**config.mk**
```make
export PLATFORM = sky130hd
export DESIGN_NAME = spi_irq_ctrl
export DESIGN_NICKNAME = d
export VERILOG_FILES = /design/src/rtl/spi_irq_pkg.sv /design/src/rtl/irq_sticky_bank.sv /design/src/rtl/irq_mask_reg.sv /design/src/rtl/irq_wmark_cmp.sv /design/src/rtl/spi_irq_ctrl.sv
export SDC_FILE = /design/constraint.sdc
export NUM_CORES = 1
export LEC_CHECK = 0
export BUFFER_PORTS_ARGS = -buffer_cell sky130_fd_sc_hd__clkbuf_2
export CAP_MARGIN = 40
export CORE_ASPECT_RATIO = 1.1
export CORE_MARGIN = 2
export CORE_UTILIZATION = 30
export DETAILED_ROUTE_END_ITERATION = 12
export SLEW_MARGIN = 15
export SYNTH_ARGS = -nofsm -noshare
export SYNTH_HDL_FRONTEND = slang
export SYNTH_SLANG_ARGS = --single-unit
```
**constraint.sdc**
```tcl
create_clock -name clk -period 2.8 [get_ports clk]
set_input_delay 0.14 -clock clk [delete_from_list [all_inputs] [get_ports clk]]
set_output_delay 0.14 -clock clk [all_outputs]
set_load 0.02 [all_outputs]
```
**src/rtl/spi_irq_pkg.sv**
```systemverilog
package spi_irq_pkg;
  localparam int NB = 7;

  // bit positions shared by status, set, clear and mask registers
  localparam int B_RX_OVF   = 0;
  localparam int B_MODE_F   = 1;
  localparam int B_TX_LOW   = 2;
  localparam int B_TX_FULL  = 3;
  localparam int B_RX_NE    = 4;
  localparam int B_RX_FULL  = 5;
  localparam int B_TX_UNF   = 6;

  localparam logic [NB-1:0] STICKY_BITS =
    NB'((1 << B_RX_OVF) | (1 << B_MODE_F) | (1 << B_TX_UNF));

  localparam logic [7:0] OFS_STATUS = 8'h04;
  localparam logic [7:0] OFS_MSET   = 8'h08;
  localparam logic [7:0] OFS_MCLR   = 8'h0C;
  localparam logic [7:0] OFS_MASK   = 8'h10;
  localparam logic [7:0] OFS_WMARK  = 8'h14;
endpackage

```
**src/rtl/irq_sticky_bank.sv**
```systemverilog
module irq_sticky_bank #(
  parameter int NB = 7,
  parameter logic [NB-1:0] KEEP = '1
) (
  input  logic          clk,
  input  logic          rst_n,
  input  logic [NB-1:0] set_i,
  input  logic [NB-1:0] clr_i,
  output logic [NB-1:0] q_o
);
  logic [NB-1:0] q;

  // set has priority over a simultaneous clear so no event is lost
  always_ff @(posedge clk) begin
    if (!rst_n) q <= '0;
    else        q <= ((q & ~clr_i) | set_i) & KEEP;
  end

  assign q_o = q;

  p_hold_r3: assert property (@(posedge clk) disable iff (!rst_n)
    1'b1 |=> ((q & $past(q & ~clr_i)) == $past(q & ~clr_i)));

  p_set_wins_r4: assert property (@(posedge clk) disable iff (!rst_n)
    ((set_i & KEEP) != '0) |=> ((q & $past(set_i & KEEP)) == $past(set_i & KEEP)));

  p_clear_r4: assert property (@(posedge clk) disable iff (!rst_n)
    ((clr_i & ~set_i) != '0) |=> ((q & $past(clr_i & ~set_i)) == '0));
endmodule

```
**src/rtl/irq_mask_reg.sv**
```systemverilog
module irq_mask_reg #(
  parameter int NB = 7
) (
  input  logic          clk,
  input  logic          rst_n,
  input  logic          set_en_i,
  input  logic          clr_en_i,
  input  logic [NB-1:0] bits_i,
  output logic [NB-1:0] mask_o
);
  logic [NB-1:0] mask_q;

  always_ff @(posedge clk) begin
    if (!rst_n)        mask_q <= '0;
    else if (set_en_i) mask_q <= mask_q | bits_i;
    else if (clr_en_i) mask_q <= mask_q & ~bits_i;
  end

  assign mask_o = mask_q;

  p_set_r7: assert property (@(posedge clk) disable iff (!rst_n)
    set_en_i |=> ((mask_q & $past(bits_i)) == $past(bits_i)));

  p_clr_r7: assert property (@(posedge clk) disable iff (!rst_n)
    (clr_en_i && !set_en_i) |=> ((mask_q & $past(bits_i)) == '0));

  p_quiet_r7: assert property (@(posedge clk) disable iff (!rst_n)
    (!set_en_i && !clr_en_i) |=> $stable(mask_q));
endmodule

```
**src/rtl/irq_wmark_cmp.sv**
```systemverilog
module irq_wmark_cmp #(
  parameter int LVL_W = 8
) (
  input  logic             clk,
  input  logic             rst_n,
  input  logic             wr_i,
  input  logic [LVL_W-1:0] wdata_i,
  input  logic [LVL_W-1:0] level_i,
  output logic [LVL_W-1:0] wmark_o,
  output logic             below_o
);
  logic [LVL_W-1:0] wm_q;

  always_ff @(posedge clk) begin
    if (!rst_n)    wm_q <= LVL_W'(1);
    else if (wr_i) wm_q <= wdata_i;
  end

  assign wmark_o = wm_q;
  assign below_o = (level_i < wm_q);

  p_wm_hold_r10: assert property (@(posedge clk) disable iff (!rst_n)
    !wr_i |=> $stable(wm_q));

  p_wm_load_r10: assert property (@(posedge clk) disable iff (!rst_n)
    wr_i |=> (wm_q == $past(wdata_i)));
endmodule

```
**src/rtl/spi_irq_ctrl.sv**
```systemverilog
module spi_irq_ctrl
  import spi_irq_pkg::*;
#(
  parameter int FIFO_DEPTH = 128,
  parameter int ADDR_W = 8,
  localparam int LVL_W = $clog2(FIFO_DEPTH + 1),
  localparam int REG_W = (LVL_W > NB) ? LVL_W : NB
) (
  input  logic              clk,
  input  logic              rst_n,
  input  logic [ADDR_W-1:0] reg_addr,
  input  logic              reg_wr,
  input  logic [REG_W-1:0]  reg_wdata,
  output logic [REG_W-1:0]  reg_rdata,
  input  logic              ev_rx_ovf,
  input  logic              ev_mode_fault,
  input  logic              ev_tx_unf,
  input  logic [LVL_W-1:0]  tx_level,
  input  logic              tx_full,
  input  logic              rx_not_empty,
  input  logic              rx_full,
  output logic              irq
);
  logic [NB-1:0]    wbits;
  logic             hit_st, hit_set, hit_clr, hit_msk, hit_wm;
  logic [NB-1:0]    ev_vec, clr_vec, sticky, live, status, mask;
  logic [LVL_W-1:0] wmark;
  logic             below;
  logic             irq_q;

  assign wbits   = reg_wdata[NB-1:0];
  assign hit_st  = (reg_addr == ADDR_W'(OFS_STATUS));
  assign hit_set = (reg_addr == ADDR_W'(OFS_MSET));
  assign hit_clr = (reg_addr == ADDR_W'(OFS_MCLR));
  assign hit_msk = (reg_addr == ADDR_W'(OFS_MASK));
  assign hit_wm  = (reg_addr == ADDR_W'(OFS_WMARK));

  always_comb begin
    ev_vec = '0;
    ev_vec[B_RX_OVF] = ev_rx_ovf;
    ev_vec[B_MODE_F] = ev_mode_fault;
    ev_vec[B_TX_UNF] = ev_tx_unf;
  end

  assign clr_vec = (reg_wr && hit_st) ? wbits : '0;

  irq_sticky_bank #(.NB(NB), .KEEP(STICKY_BITS)) u_sticky (
    .clk   (clk),
    .rst_n (rst_n),
    .set_i (ev_vec),
    .clr_i (clr_vec),
    .q_o   (sticky)
  );

  irq_mask_reg #(.NB(NB)) u_mask (
    .clk      (clk),
    .rst_n    (rst_n),
    .set_en_i (reg_wr && hit_set),
    .clr_en_i (reg_wr && hit_clr),
    .bits_i   (wbits),
    .mask_o   (mask)
  );

  irq_wmark_cmp #(.LVL_W(LVL_W)) u_wmark (
    .clk     (clk),
    .rst_n   (rst_n),
    .wr_i    (reg_wr && hit_wm),
    .wdata_i (reg_wdata[LVL_W-1:0]),
    .level_i (tx_level),
    .wmark_o (wmark),
    .below_o (below)
  );

  always_comb begin
    live = '0;
    live[B_TX_LOW]  = below;
    live[B_TX_FULL] = tx_full;
    live[B_RX_NE]   = rx_not_empty;
    live[B_RX_FULL] = rx_full;
  end

  // each bit is taken from the sticky bank or the live pins, chosen per position
  for (genvar i = 0; i < NB; i++) begin : g_stat
    if (STICKY_BITS[i]) begin : g_s
      assign status[i] = sticky[i];
    end else begin : g_l
      assign status[i] = live[i] | sticky[i];
    end
  end

  always_comb begin
    reg_rdata = '0;
    if (hit_st)       reg_rdata = REG_W'(status);
    else if (hit_msk) reg_rdata = REG_W'(mask);
    else if (hit_wm)  reg_rdata = REG_W'(wmark);
  end

  always_ff @(posedge clk) begin
    if (!rst_n) irq_q <= 1'b0;
    else        irq_q <= |(status & mask);
  end

  assign irq = irq_q;

  p_irq_quiet_r8: assert property (@(posedge clk) disable iff (!rst_n)
    (mask == '0) |=> !irq);

  p_irq_cause_r8: assert property (@(posedge clk) disable iff (!rst_n)
    $rose(irq) |-> ($past(status & mask) != '0));

  p_live_ack_r5: assert property (@(posedge clk) disable iff (!rst_n)
    (reg_wr && hit_st && tx_full) |=> ($past(tx_full) == status[B_TX_FULL]) || !tx_full);
endmodule

```
==> results of run 1 <==
## power breakdown
part           total (mW)  switching [mW]  internal, mW
sequential          0.276         0.00243         0.273
clock               0.190          0.0892         0.101
combinational      0.0747          0.0414        0.0333
total               0.541           0.133         0.408
## through the flow
stage,area (um^2),utilization
3_5_place_dp,1430,0.368
5_1_grt,1470,0.380
6_report,1470,0.380
4_1_cts,1470,0.380
2_1_floorplan,1190,-
3_3_place_gp,1430,0.368
## synth_stat cells (3+ instances only)
master                     number
sky130_fd_sc_hd__dfxtp_1       19
sky130_fd_sc_hd__a22oi_1        5
sky130_fd_sc_hd__nor2_1        12
sky130_fd_sc_hd__a31oi_1        4
sky130_fd_sc_hd__clkbuf_1       6
sky130_fd_sc_hd__a21oi_1        6
sky130_fd_sc_hd__mux2i_1       12
sky130_fd_sc_hd__ha_1           7
sky130_fd_sc_hd__o21ai_0       11
sky130_fd_sc_hd__nand3_1       11
sky130_fd_sc_hd__nand2_1       27
sky130_fd_sc_hd__inv_1          8
sky130_fd_sc_hd__nor3b_1        3
## worst min-delay path, stage by stage
cell                       delay [ns]
sky130_fd_sc_hd__clkbuf_2        0.07
sky130_fd_sc_hd__nand3_1         0.05
sky130_fd_sc_hd__o21ai_0         0.06
## final timing paths
path,from,endpoint,slack [ns],cells after the start
max reg2reg,u_wmark.wmark_o[5]$_SDFFE_PN0P_,irq$_SDFF_PN0_,1.18,6
min reg2reg,u_wmark.wmark_o[7]$_SDFFE_PN0P_,u_wmark.wmark_o[7]$_SDFFE_PN0P_,0.47,2
min,reg_wdata[7],u_wmark.wmark_o[7]$_SDFFE_PN0P_,0.1,3
max,u_wmark.wmark_o[2]$_SDFFE_PN0P_,reg_rdata[2],0.61,7
## per-layer routing
metal  wire length (um)  vias to the layer above
li1                   -                      598
met1               1390                      534
met2               1340                       29
met3                141                        4
met4                 44                        0
met5                  0                        -
## layout make-up
cell class	instances	area share
sequential	19	0.259
inverter	8	0.0204
timing repair buffer	42	0.145
clock buffer	4	0.0306
multi-input combinational	113	0.501
tap	52	0.0443
## kinds of logic (layout without fill, tap and decap cells)
group | count (synthesis) | count (layout) | synth area share
muxes | 14 | 14 | 0.120
and+or+nand+nor | 62 | 62 | 0.266
AOI/OAI and AO/OA | 30 | 30 | 0.160
adders and majority gates | 7 | 7 | 0.0737
DFF | 19 | 19 | 0.320
buffers and inverters | 16 | 54 | 0.0600
==> parameters.txt, run 1 <==
Parameter                              Value

Status
  Result of the run    complete, no violations

Floorplan
  Area of the core region    between 0.003 and 0.004 mm^2
  Area enclosed by the die boundary    approximately 0.0045 mm^2
  Initial Util    0.307
  Vertical die dimension    approximately 70 um
  Count of pins on the block boundary    42
  DIE WIDTH    64.0 um
  Standard-cell row count    24

Power and ir drop
  Cell Pwr Density    roughly 370 mW/mm^2
  Sum of internal, switching and leakage power    541 uW
  Total leakage power    0.632 nW
  Peak supply drop    166 uV

Yosys
  Cell area after synthesis    0.00119 mm^2
  Number of library cell types mapped by synthesis    27
  Number of flip-flops and latches in the synthesized netlist    19
  Main synth FF type    sky130_fd_sc_hd__dfxtp_1
  Cell type contributing the most total cell area after synthesis    sky130_fd_sc_hd__dfxtp_1
  Top cells by area, synth    sky130_fd_sc_hd__dfxtp_1 (32%), sky130_fd_sc_hd__mux2i_1 (10%), sky130_fd_sc_hd__nand2_1 (8.5%)
  Post-synth EDFFs    0
  Asr flop ratio synth    0
  Number of instances in the synthesized netlist    148
  Sequential area share after synthesis    0.320
  Average size of a mapped cell    8.03 um^2
  Net count after synthesis    188
  Number of warnings issued by yosys    0
  Share of the synthesized area in the top cell type    0.320

Route
  Via count    1165
  Violation count after the first detailed-route iteration    36
  Final ANT Viol Nets    0
  Length of the first detailed-routing pass in iterations    4
  Average wire per cell in the routed design    12.2 um
  Routed Wire Length    2910 um
  DRC violation count after routing    0
  Vias per std cell    4.89

Global routing
  Met1 track demand over resource in global routing    0.174
  Global routing's busiest layer    met2
  First-pass GRT wire length    a little under 5000 um
  GRT Residual Overflow    0
  Met2 global-route usage    0.225
  Met3 capacity usage during global routing    0.0193
  Pin count of the biggest net entering global routing    28
  Global-route total usage across every layer    0.135
  Vias in the first global route    approximately 1100
  Number of antenna violations at the first check in global routing    0

Timing
  Final-report setup violation count    0
  Normalized max-slew margin    0.637
  Final clock period utilization by the worst path    0.780
  RSZ-0062 raised after global routing    false
  Final sum of negative setup slack    0 ns
  Final count of pins violating max slew    0
  Worst Setup Slack, final    0.615 ns
  Fmax    between 400 and 500 MHz
  Actual transition at the worst max-transition pin    about 0.54 ns
  Shortest period the worst path allows    2.19 ns
  Clk_skew    0.00221 ns
  Final hold slack    0.0995 ns
  Final count of hold timing violations    0

Placed design
  Count of port buffers added during placement    41
  Global placer's final weighted congestion    between 0.7 and 0.8
  Placed Cells    234
  Dpl ws    approximately 0.76 ns
  Post-detailed-placement half-perimeter wirelength    2200 um

Clocking
  Clock sink count    19
  Clock transition at the registers of the reported paths    approximately 0.070 ns
  Cts repair resizes    0
  Number of hold buffers added after cts    0
  Number of CTS-inserted buffers    3
  Post-CTS setup buffer count    0
  CTS tree    done
  Level count of the clock H-tree    1
  Latest clock arrival within the worst-skew pair    roughly 0.25 ns
  Cell at the root of the clock tree    sky130_fd_sc_hd__clkbuf_8
  Bufs on Longest Clock Path    2

Layout
  Number of antenna diodes    0
  FF+latch area    about 380 um^2
  Total area of multi-input combinational cells    around 740 um^2
  Most common library cell in the layout ignoring fill and taps    sky130_fd_sc_hd__clkbuf_2
  Number of standard cells in the final layout excluding fillers    between 200 and 250
  Syn-to-layout area delta    23.7%
  Layout filler cell count    approximately 410
  Most frequent cells in the layout    sky130_fd_sc_hd__clkbuf_2 (41), sky130_fd_sc_hd__nand2_1 (27), sky130_fd_sc_hd__dfxtp_1 (19), sky130_fd_sc_hd__mux2i_1 (12), sky130_fd_sc_hd__nor2_1 (12)
  Share of cells above drive strength 1    0.280
  Net count of the finished layout    227

Critical path
  Element type at the critical path start    flop
  Start-to-end type of the worst setup path    reg2out
  Critical Path, Cell by Cell    inv_1, ha_1, a211o_1, a31oi_1, o221ai_1, o41ai_2, clkbuf_2
  Crit path buffers/inverters    2
  Delay contributed by the slowest stage of the critical path    0.36 ns
  Peak fanout along the critical path    3
  Standard cell with the maximum stage delay on the critical path    sky130_fd_sc_hd__dfxtp_1
  Worst Path Required    2.66 ns
  Worst path top cell family by delay    compound AO/OA/AOI/OAI gates
  Crit end category    output pin
  Worst Path Arrival    2.05 ns

Min path
  Path category of the worst min-delay check    in2reg

Flow run
  Reported max-cap violation count    0
Power figures use the tool's default switching activity.
==> inputs of run 2 (changes only) <==
ABC_AREA = 1   (was not set)
clock period = 1.99 ns   (was 2.8 ns; I/O delays follow)
==> run 2 against run 1 <==
Effect of this change: sequential power increased by 41%; critical endpoint unchanged; clock power grew 44%; wire length rose by 9.5%.
==> parameters.txt, run 2 <==
Parameter                              Value

Yosys
  Number of flip-flops and latches in the synthesized netlist    19 (unchanged)
  Asr flop ratio synth    0 (unchanged)
  Number of library cell types mapped by synthesis    23 (was 27)
  Share of the synthesized area in the top cell type    0.311 (was 0.320)
  Net count after synthesis    218 (was 188)
  Cell with the most instances after synthesis    sky130_fd_sc_hd__nand2_1 (unchanged)
  Top cells by area, synth    sky130_fd_sc_hd__dfxtp_1 (31%), sky130_fd_sc_hd__nand2_1 (13%), sky130_fd_sc_hd__inv_1 (8.9%) (was sky130_fd_sc_hd__dfxtp_1 (32%), sky130_fd_sc_hd__mux2i_1 (10%), sky130_fd_sc_hd__nand2_1 (8.5%))
  Number of warnings issued by yosys    0 (unchanged)
  Sequential area share after synthesis    0.311 (was 0.320)
  Cell area after synthesis    0.00122 mm^2 (was 0.00119 mm^2)
  Main synth FF type    sky130_fd_sc_hd__dfxtp_1 (unchanged)
  Top cells by instance count after synthesis    sky130_fd_sc_hd__nand2_1 (42), sky130_fd_sc_hd__inv_1 (29), sky130_fd_sc_hd__dfxtp_1 (19) (was sky130_fd_sc_hd__nand2_1 (27), sky130_fd_sc_hd__dfxtp_1 (19), sky130_fd_sc_hd__mux2i_1 (12), sky130_fd_sc_hd__nor2_1 (12))
  Average size of a mapped cell    6.86 um^2 (was 8.03 um^2)
  Post-synth EDFFs    0 (unchanged)
  Number of instances in the synthesized netlist    178 (was 148)
  Cell type contributing the most total cell area after synthesis    sky130_fd_sc_hd__dfxtp_1 (unchanged)

Layout
  Share of cells above drive strength 1    0.266 (was 0.280)
  Number of antenna diodes    0 (unchanged)
  Most common library cell in the layout ignoring fill and taps    sky130_fd_sc_hd__nand2_1 (was sky130_fd_sc_hd__clkbuf_2)
  Net count of the finished layout    263 (was 227)
  Syn-to-layout area delta    25.5% (was 23.7%)
  Final standard cell area without fillers    0.00153 mm^2 (was 0.00147 mm^2)
  FF+latch area    380 um^2 (unchanged)
  Utilization after layout    0.390 (was 0.380)
  Number of standard cells in the final layout excluding fillers    274 (was 238)
  Layout filler cell count    443 (was 414)
  Total area of multi-input combinational cells    713 um^2 (was 737 um^2)
  Most frequent cells in the layout    sky130_fd_sc_hd__nand2_1 (42), sky130_fd_sc_hd__clkbuf_2 (41), sky130_fd_sc_hd__inv_1 (29), sky130_fd_sc_hd__dfxtp_1 (19), sky130_fd_sc_hd__nor2_1 (16) (was sky130_fd_sc_hd__clkbuf_2 (41), sky130_fd_sc_hd__nand2_1 (27), sky130_fd_sc_hd__dfxtp_1 (19), sky130_fd_sc_hd__mux2i_1 (12), sky130_fd_sc_hd__nor2_1 (12))

Timing
  Shortest period the worst path allows    1.67 ns
  Final-report setup violation count    0 (unchanged)
  Fmax    between 500 and 600 MHz
  Actual transition at the worst max-transition pin    0.351 ns (was 0.544 ns)
  Normalized max-slew margin    0.766 (was 0.637)
  Final count of pins violating max slew    0 (unchanged)
  Final clock period utilization by the worst path    0.841
  Clk_skew    0.00346 ns (was 0.00221 ns)
  Final hold slack    0.0552 ns (was 0.0995 ns)
  RSZ-0062 raised after global routing    false (unchanged)
  Worst Setup Slack, final    0.316 ns (was 0.615 ns)
  Final count of hold timing violations    0 (unchanged)
  Final sum of negative setup slack    0 ns (unchanged)

Route
  Final ANT Viol Nets    0 (unchanged)
  Routed Wire Length    3180 um (was 2910 um)
  Via count    1228 (was 1165)
  Vias per std cell    4.48 (was 4.89)
  Average wire per cell in the routed design    11.6 um (was 12.2 um)
  Violation count after the first detailed-route iteration    48 (was 36)
  DRC violation count after routing    0 (unchanged)
  Length of the first detailed-routing pass in iterations    4 (unchanged)

Placed design
  Global placer's final weighted congestion    0.782 (was 0.758)
  Standard cell area after detailed placement    0.00149 mm^2 (was 0.00143 mm^2)
  Dpl ws    0.586 ns (was 0.761 ns)
  Placed Cells    270 (was 234)
  Count of port buffers added during placement    41 (unchanged)
  Post-detailed-placement half-perimeter wirelength    2570 um (was 2200 um)

Power and ir drop
  Combinational power share    0.127 (was 0.138)
  Portion of total power attributed to the clock network    0.360 (was 0.352)
  Peak supply drop    205 uV (was 166 uV)
  Int Pwr    568 uW (was 408 uW)
  Cell Pwr Density    494 mW/mm^2 (was 368 mW/mm^2)
  Sum of internal, switching and leakage power    757 uW (was 541 uW)
  Proportion of total power due to net switching    0.249 (was 0.246)
  Total leakage power    0.770 nW (was 0.632 nW)
  Share of power burned in registers    0.513 (was 0.510)
  Sw power    189 uW (was 133 uW)

Floorplan
  Count of pins on the block boundary    42 (unchanged)
  DIE WIDTH    64.8 um (was 64.0 um)
  Standard-cell row count    24 (unchanged)
  Area enclosed by the die boundary    0.00460 mm^2 (was 0.00448 mm^2)
  Area of the core region    0.00393 mm^2 (was 0.00387 mm^2)
  Vertical die dimension    70.9 um (was 70.0 um)
  Initial Util    0.310 (was 0.307)

Global routing
  First-pass GRT wire length    5510 um (was 4850 um)
  GRT Residual Overflow    0 (unchanged)
  Vias in the first global route    1210 (was 1105)
  Global-route total usage across every layer    0.154 (was 0.135)
  Number of antenna violations at the first check in global routing    0 (unchanged)
  Pin count of the biggest net entering global routing    12 (was 28)

Critical path
  Crit end category    output pin (unchanged)
  Worst Path Arrival    1.57 ns (was 2.05 ns)
  Worst Path Required    1.89 ns (was 2.66 ns)
  Peak fanout along the critical path    2 (was 3)
  Element type at the critical path start    flop (unchanged)
  Start-to-end type of the worst setup path    reg2out (unchanged)

Clocking
  Clock sink count    19 (unchanged)
  Number of hold buffers added after cts    0 (unchanged)
  Cts repair resizes    0 (unchanged)
  CTS tree    done (unchanged)
  Clock transition at the registers of the reported paths    0.07 ns (about the same)
  Post-CTS setup buffer count    0 (unchanged)
  Level count of the clock H-tree    1 (unchanged)
  Bufs on Longest Clock Path    2 (unchanged)
  Latest clock arrival within the worst-skew pair    0.26 ns (was 0.25 ns)
  Number of CTS-inserted buffers    3 (unchanged)
  Cell at the root of the clock tree    sky130_fd_sc_hd__clkbuf_8 (unchanged)

Status
  Result of the run    complete, no violations (unchanged)

Flow run
  Reported max-cap violation count    0 (unchanged)

Min path
  Path category of the worst min-delay check    in2reg (unchanged)
==> run 2: area by class of cell <==
cell class,instances,share of cell area
well taps,52,0.0424
clock buffers,4,0.0294
flip-flops and latches,19,0.248
multi-input cells,125,0.465
inverters,33,0.0808
repair buffers,41,0.134
==> run 2: power by group through the flow <==
stage	Combinational (mW)	Clock, mW	Sequential [mW]
2_1_floorplan	0.0450	0	0.396
3_3_place_gp	0.0960	0	0.397
3_5_place_dp	0.0973	0	0.397
4_1_cts	0.0976	0.281	0.388
5_1_grt	0.111	0.294	0.389
6_report	0.0960	0.273	0.388
==> run 2: per-layer routing <==
layer | track usage | vias to the layer above | share of wire
met3 | 0.0318 | 5 | 0.063
met1 | 0.198 | 534 | 0.44
met5 | 0 | - | 0
li1 | - | 655 | -
met2 | 0.260 | 34 | 0.48
met4 | 0.0426 | 0 | 0.0091
==> run 2: final timing paths <==
kind              cells past startpoint                            start  slack (ns)                          to
setup / recovery                      8  u_wmark.wmark_o[3]$_SDFFE_PN0P_        0.32                reg_rdata[2]
hold / removal                        3                    ev_mode_fault        0.06  u_sticky.q_o[1]$_SDFF_PN0_
setup reg to reg                      7  u_wmark.wmark_o[3]$_SDFFE_PN0P_        0.68              irq$_SDFF_PN0_
hold reg to reg                       2       u_sticky.q_o[6]$_SDFF_PN0_        0.49  u_sticky.q_o[6]$_SDFF_PN0_
==> run 2: cells by family (layout without fill, tap and decap cells) <==
| logic type | after synthesis | count (layout) | share of synthesized area |
|---|---|---|---|
| compound gates | 38 | 38 | 0.170 |
| buf+inv | 34 | 78 | 0.104 |
| fa+ha+maj | 7 | 7 | 0.0717 |
| flops | 19 | 19 | 0.311 |
| simple gates | 80 | 80 | 0.342 |
==> run 2: worst max-delay path: stages, from the launching register on <==
cell and delay (ns):
sky130_fd_sc_hd__dfxtp_1 0.33, sky130_fd_sc_hd__inv_1 0.07, sky130_fd_sc_hd__ha_1 0.29, sky130_fd_sc_hd__a21oi_1 0.14, sky130_fd_sc_hd__nand2_1 0.09, sky130_fd_sc_hd__nand2_1 0.08
sky130_fd_sc_hd__nand3_1 0.06, sky130_fd_sc_hd__nand3_1 0.09, sky130_fd_sc_hd__clkbuf_2 0.17
==> inputs of run 3 (changes only) <==
ABC_AREA = 0   (was 1)
clock period = 1.6 ns   (was 1.99 ns; I/O delays follow)
==> run 3 against run 2 <==
Effect of this change: the flow now finishes with violations (setup timing); sequential power rose by 24%; wire length down 0.63%; combinational power increased by 59%; clock-buffer cell count unchanged; cell area up 14%; hold slack worse by 0.015 ns.
==> parameters.txt, run 3 (synthesis gave the netlist of run 1 again) <==
Parameter                              Value

Route
  Final ANT Viol Nets    0 (unchanged)
  Length of the first detailed-routing pass in iterations    4 (unchanged)
  Average wire per cell in the routed design    12.6 um (was 11.6 um)
  Vias per std cell    4.73 (was 4.48)
  Violation count after the first detailed-route iteration    22 (was 48)
  Routed Wire Length    3160 um (was 3180 um)
  Via count    1193 (was 1228)
  DRC violation count after routing    0 (unchanged)

Layout
  Syn-to-layout area delta    46.6% (was 25.5%)
  Most common library cell in the layout ignoring fill and taps    sky130_fd_sc_hd__clkbuf_2 (was sky130_fd_sc_hd__nand2_1)
  Net count of the finished layout    241 (was 263)
  Number of antenna diodes    0 (unchanged)
  Most frequent cells in the layout    sky130_fd_sc_hd__clkbuf_2 (33), sky130_fd_sc_hd__nand2_1 (27), sky130_fd_sc_hd__dfxtp_1 (17), sky130_fd_sc_hd__buf_4 (15), sky130_fd_sc_hd__mux2i_1 (12) (was sky130_fd_sc_hd__nand2_1 (42), sky130_fd_sc_hd__clkbuf_2 (41), sky130_fd_sc_hd__inv_1 (29), sky130_fd_sc_hd__dfxtp_1 (19), sky130_fd_sc_hd__nor2_1 (16))
  Final standard cell area without fillers    0.00174 mm^2 (was 0.00153 mm^2)
  Share of cells above drive strength 1    0.395 (was 0.266)
  Utilization after layout    0.450 (was 0.390)

Clocking
  Level count of the clock H-tree    1 (unchanged)
  Clock sink count    19 (unchanged)
  CTS tree    done (unchanged)
  Latest clock arrival within the worst-skew pair    0.26 ns (about the same)
  Number of CTS-inserted buffers    3 (unchanged)
  Post-CTS setup buffer count    0 (unchanged)
  Cell at the root of the clock tree    sky130_fd_sc_hd__clkbuf_8 (unchanged)
  Bufs on Longest Clock Path    2 (unchanged)
  Clock transition at the registers of the reported paths    0.07 ns (about the same)

Power and ir drop
  Sw power    256 uW (was 189 uW)
  Cell Pwr Density    563 mW/mm^2 (was 494 mW/mm^2)
  Int Pwr    724 uW (was 568 uW)
  Proportion of total power due to net switching    0.262 (was 0.249)
  Share of power burned in registers    0.493 (was 0.513)
  Portion of total power attributed to the clock network    0.351 (was 0.360)
  Peak supply drop    331 uV (was 205 uV)
  Sum of internal, switching and leakage power    980 uW (was 757 uW)
  Combinational power share    0.156 (was 0.127)
  Total leakage power    0.748 nW (was 0.770 nW)

Critical path
  Worst path top cell family by delay    compound AO/OA/AOI/OAI gates (was flip-flops)
  Start-to-end type of the worst setup path    reg2out (unchanged)
  Worst Path Arrival    1.86 ns (was 1.57 ns)
  Delay contributed by the slowest stage of the critical path    0.33 ns (about the same)
  Element type at the critical path start    flop (unchanged)
  Crit end category    output pin (unchanged)
  Critical Path, Cell by Cell    inv_2, ha_4, a211o_1, a31oi_1, o221ai_2, o41ai_4, buf_4 (was inv_1, ha_1, a21oi_1, nand2_1, nand2_1, nand3_1, nand3_1, clkbuf_2)
  Worst Path Required    1.52 ns (was 1.89 ns)
  Peak fanout along the critical path    2 (unchanged)
  Crit path buffers/inverters    2 (unchanged)
  Standard cell with the maximum stage delay on the critical path    sky130_fd_sc_hd__dfxtp_2 (was sky130_fd_sc_hd__dfxtp_1)

Timing
  Actual transition at the worst max-transition pin    0.387 ns (was 0.351 ns)
  Final count of pins violating max slew    0 (unchanged)
  Normalized max-slew margin    0.740 (was 0.766)
  Fmax    514 MHz
  Final count of hold timing violations    0 (unchanged)
  Final clock period utilization by the worst path    1.22
  Worst Setup Slack, final    -0.345 ns (was 0.316 ns)
  RSZ-0062 raised after global routing    true (was false)
  Final-report setup violation count    1 (was 0)
  Final hold slack    0.0404 ns (was 0.0552 ns)
  Shortest period the worst path allows    1.94 ns
  Clk_skew    0.00588 ns (was 0.00346 ns)

Placed design
  Global placer's final weighted congestion    0.786 (was 0.782)
  Count of port buffers added during placement    41 (unchanged)
  Standard cell area after detailed placement    0.00154 mm^2 (was 0.00149 mm^2)
  Post-detailed-placement half-perimeter wirelength    2430 um (was 2570 um)

Global routing
  Number of antenna violations at the first check in global routing    0 (unchanged)
  Pin count of the biggest net entering global routing    18 (was 12)
  First-pass GRT wire length    5350 um (was 5510 um)
  GRT Residual Overflow    0 (unchanged)
  Vias in the first global route    1159 (was 1210)
  Global-route total usage across every layer    0.150 (was 0.154)

Floorplan
  Area of the core region    0.00387 mm^2 (was 0.00393 mm^2)
  Vertical die dimension    70.0 um (was 70.9 um)
  DIE WIDTH    64.0 um (was 64.8 um)
  Standard-cell row count    24 (unchanged)
  Count of pins on the block boundary    42 (unchanged)
  Area enclosed by the die boundary    0.00448 mm^2 (was 0.00460 mm^2)
  Initial Util    0.307 (was 0.310)

Status
  Result of the run    complete, but fails checks (was complete, no violations)
  Violated checks    setup timing

Min path
  Path category of the worst min-delay check    in2reg (unchanged)

Flow run
  Reported max-cap violation count    0 (unchanged)
[run 3: worst paths after layout]
| kind | slack [ns] | end | start | cells past startpoint |
|---|---|---|---|---|
| min reg2reg | 0.48 | flop | flop | 2 |
| max | -0.34 | reg_rdata[2] | u_wmark.wmark_o[2]$_SDFFE_PN0P_ | 7 |
| max reg2reg | 0.06 | irq$_SDFF_PN0_ | u_wmark.wmark_o[7]$_SDFFE_PN0P_ | 6 |
| min | 0.04 | u_wmark.wmark_o[7]$_SDFFE_PN0P_ | reg_wdata[7] | 3 |
[run 3: metrics by stage]
stage / worst slack (ns) / instances / setup TNS, ns
after floorplan: -0.0758 / 148 / -0.0758
after global placement: -0.160 / 248 / -0.920
after detailed placement: -0.172 / 248 / -1.01
after CTS: -0.360 / 252 / -0.470
after global routing: -0.430 / 252 / -0.501
final: -0.345 / 252 / -0.345
[run 3: layout make-up]
cell class | count | area (um^2)
Timing Repair Buffer | 56 | 395
Inverter | 8 | 30.0
Clock buffer | 4 | 45.0
Tap cell | 52 | 65.1
Multi-Input combinational cell | 113 | 825
Fill cell | 404 | 2130
Sequential cell | 19 | 383
[run 3: routing by layer]
metal	share of wire	up-vias	wire (um)	track usage
met3	0.034	4	109	0.0209
met4	0.013	0	40	0.0507
li1	-	621	-	-
met5	0	-	0	0
met1	0.49	542	1540	0.205
met2	0.47	26	1480	0.242
[run 3: worst register-to-register path, stage by stage (launching register included)]
cell and delay (ns):
sky130_fd_sc_hd__dfxtp_1 0.33, sky130_fd_sc_hd__inv_1 0.04, sky130_fd_sc_hd__ha_1 0.28, sky130_fd_sc_hd__nand2_1 0.08
sky130_fd_sc_hd__or3_1 0.33, sky130_fd_sc_hd__o221ai_2 0.24, sky130_fd_sc_hd__o21ai_0 0.12
[run 3: power by group through the flow]
stage          combinational (mW)  clock, mW  sequential, mW
6_report                    0.153      0.344           0.483
5_1_grt                     0.170      0.365           0.483
4_1_cts                     0.153      0.341           0.483
3_5_place_dp                0.143          0           0.494
3_3_place_gp                0.142          0           0.494
2_1_floorplan              0.0724          0           0.492
[run 3: what timing repair did]
action / 4_1_cts / 5_1_grt
hold buffers: 0 / 0
gates resized for setup: 37 / 3
setup endpoints to repair: 9 / 9
pin swaps: 8 / 2
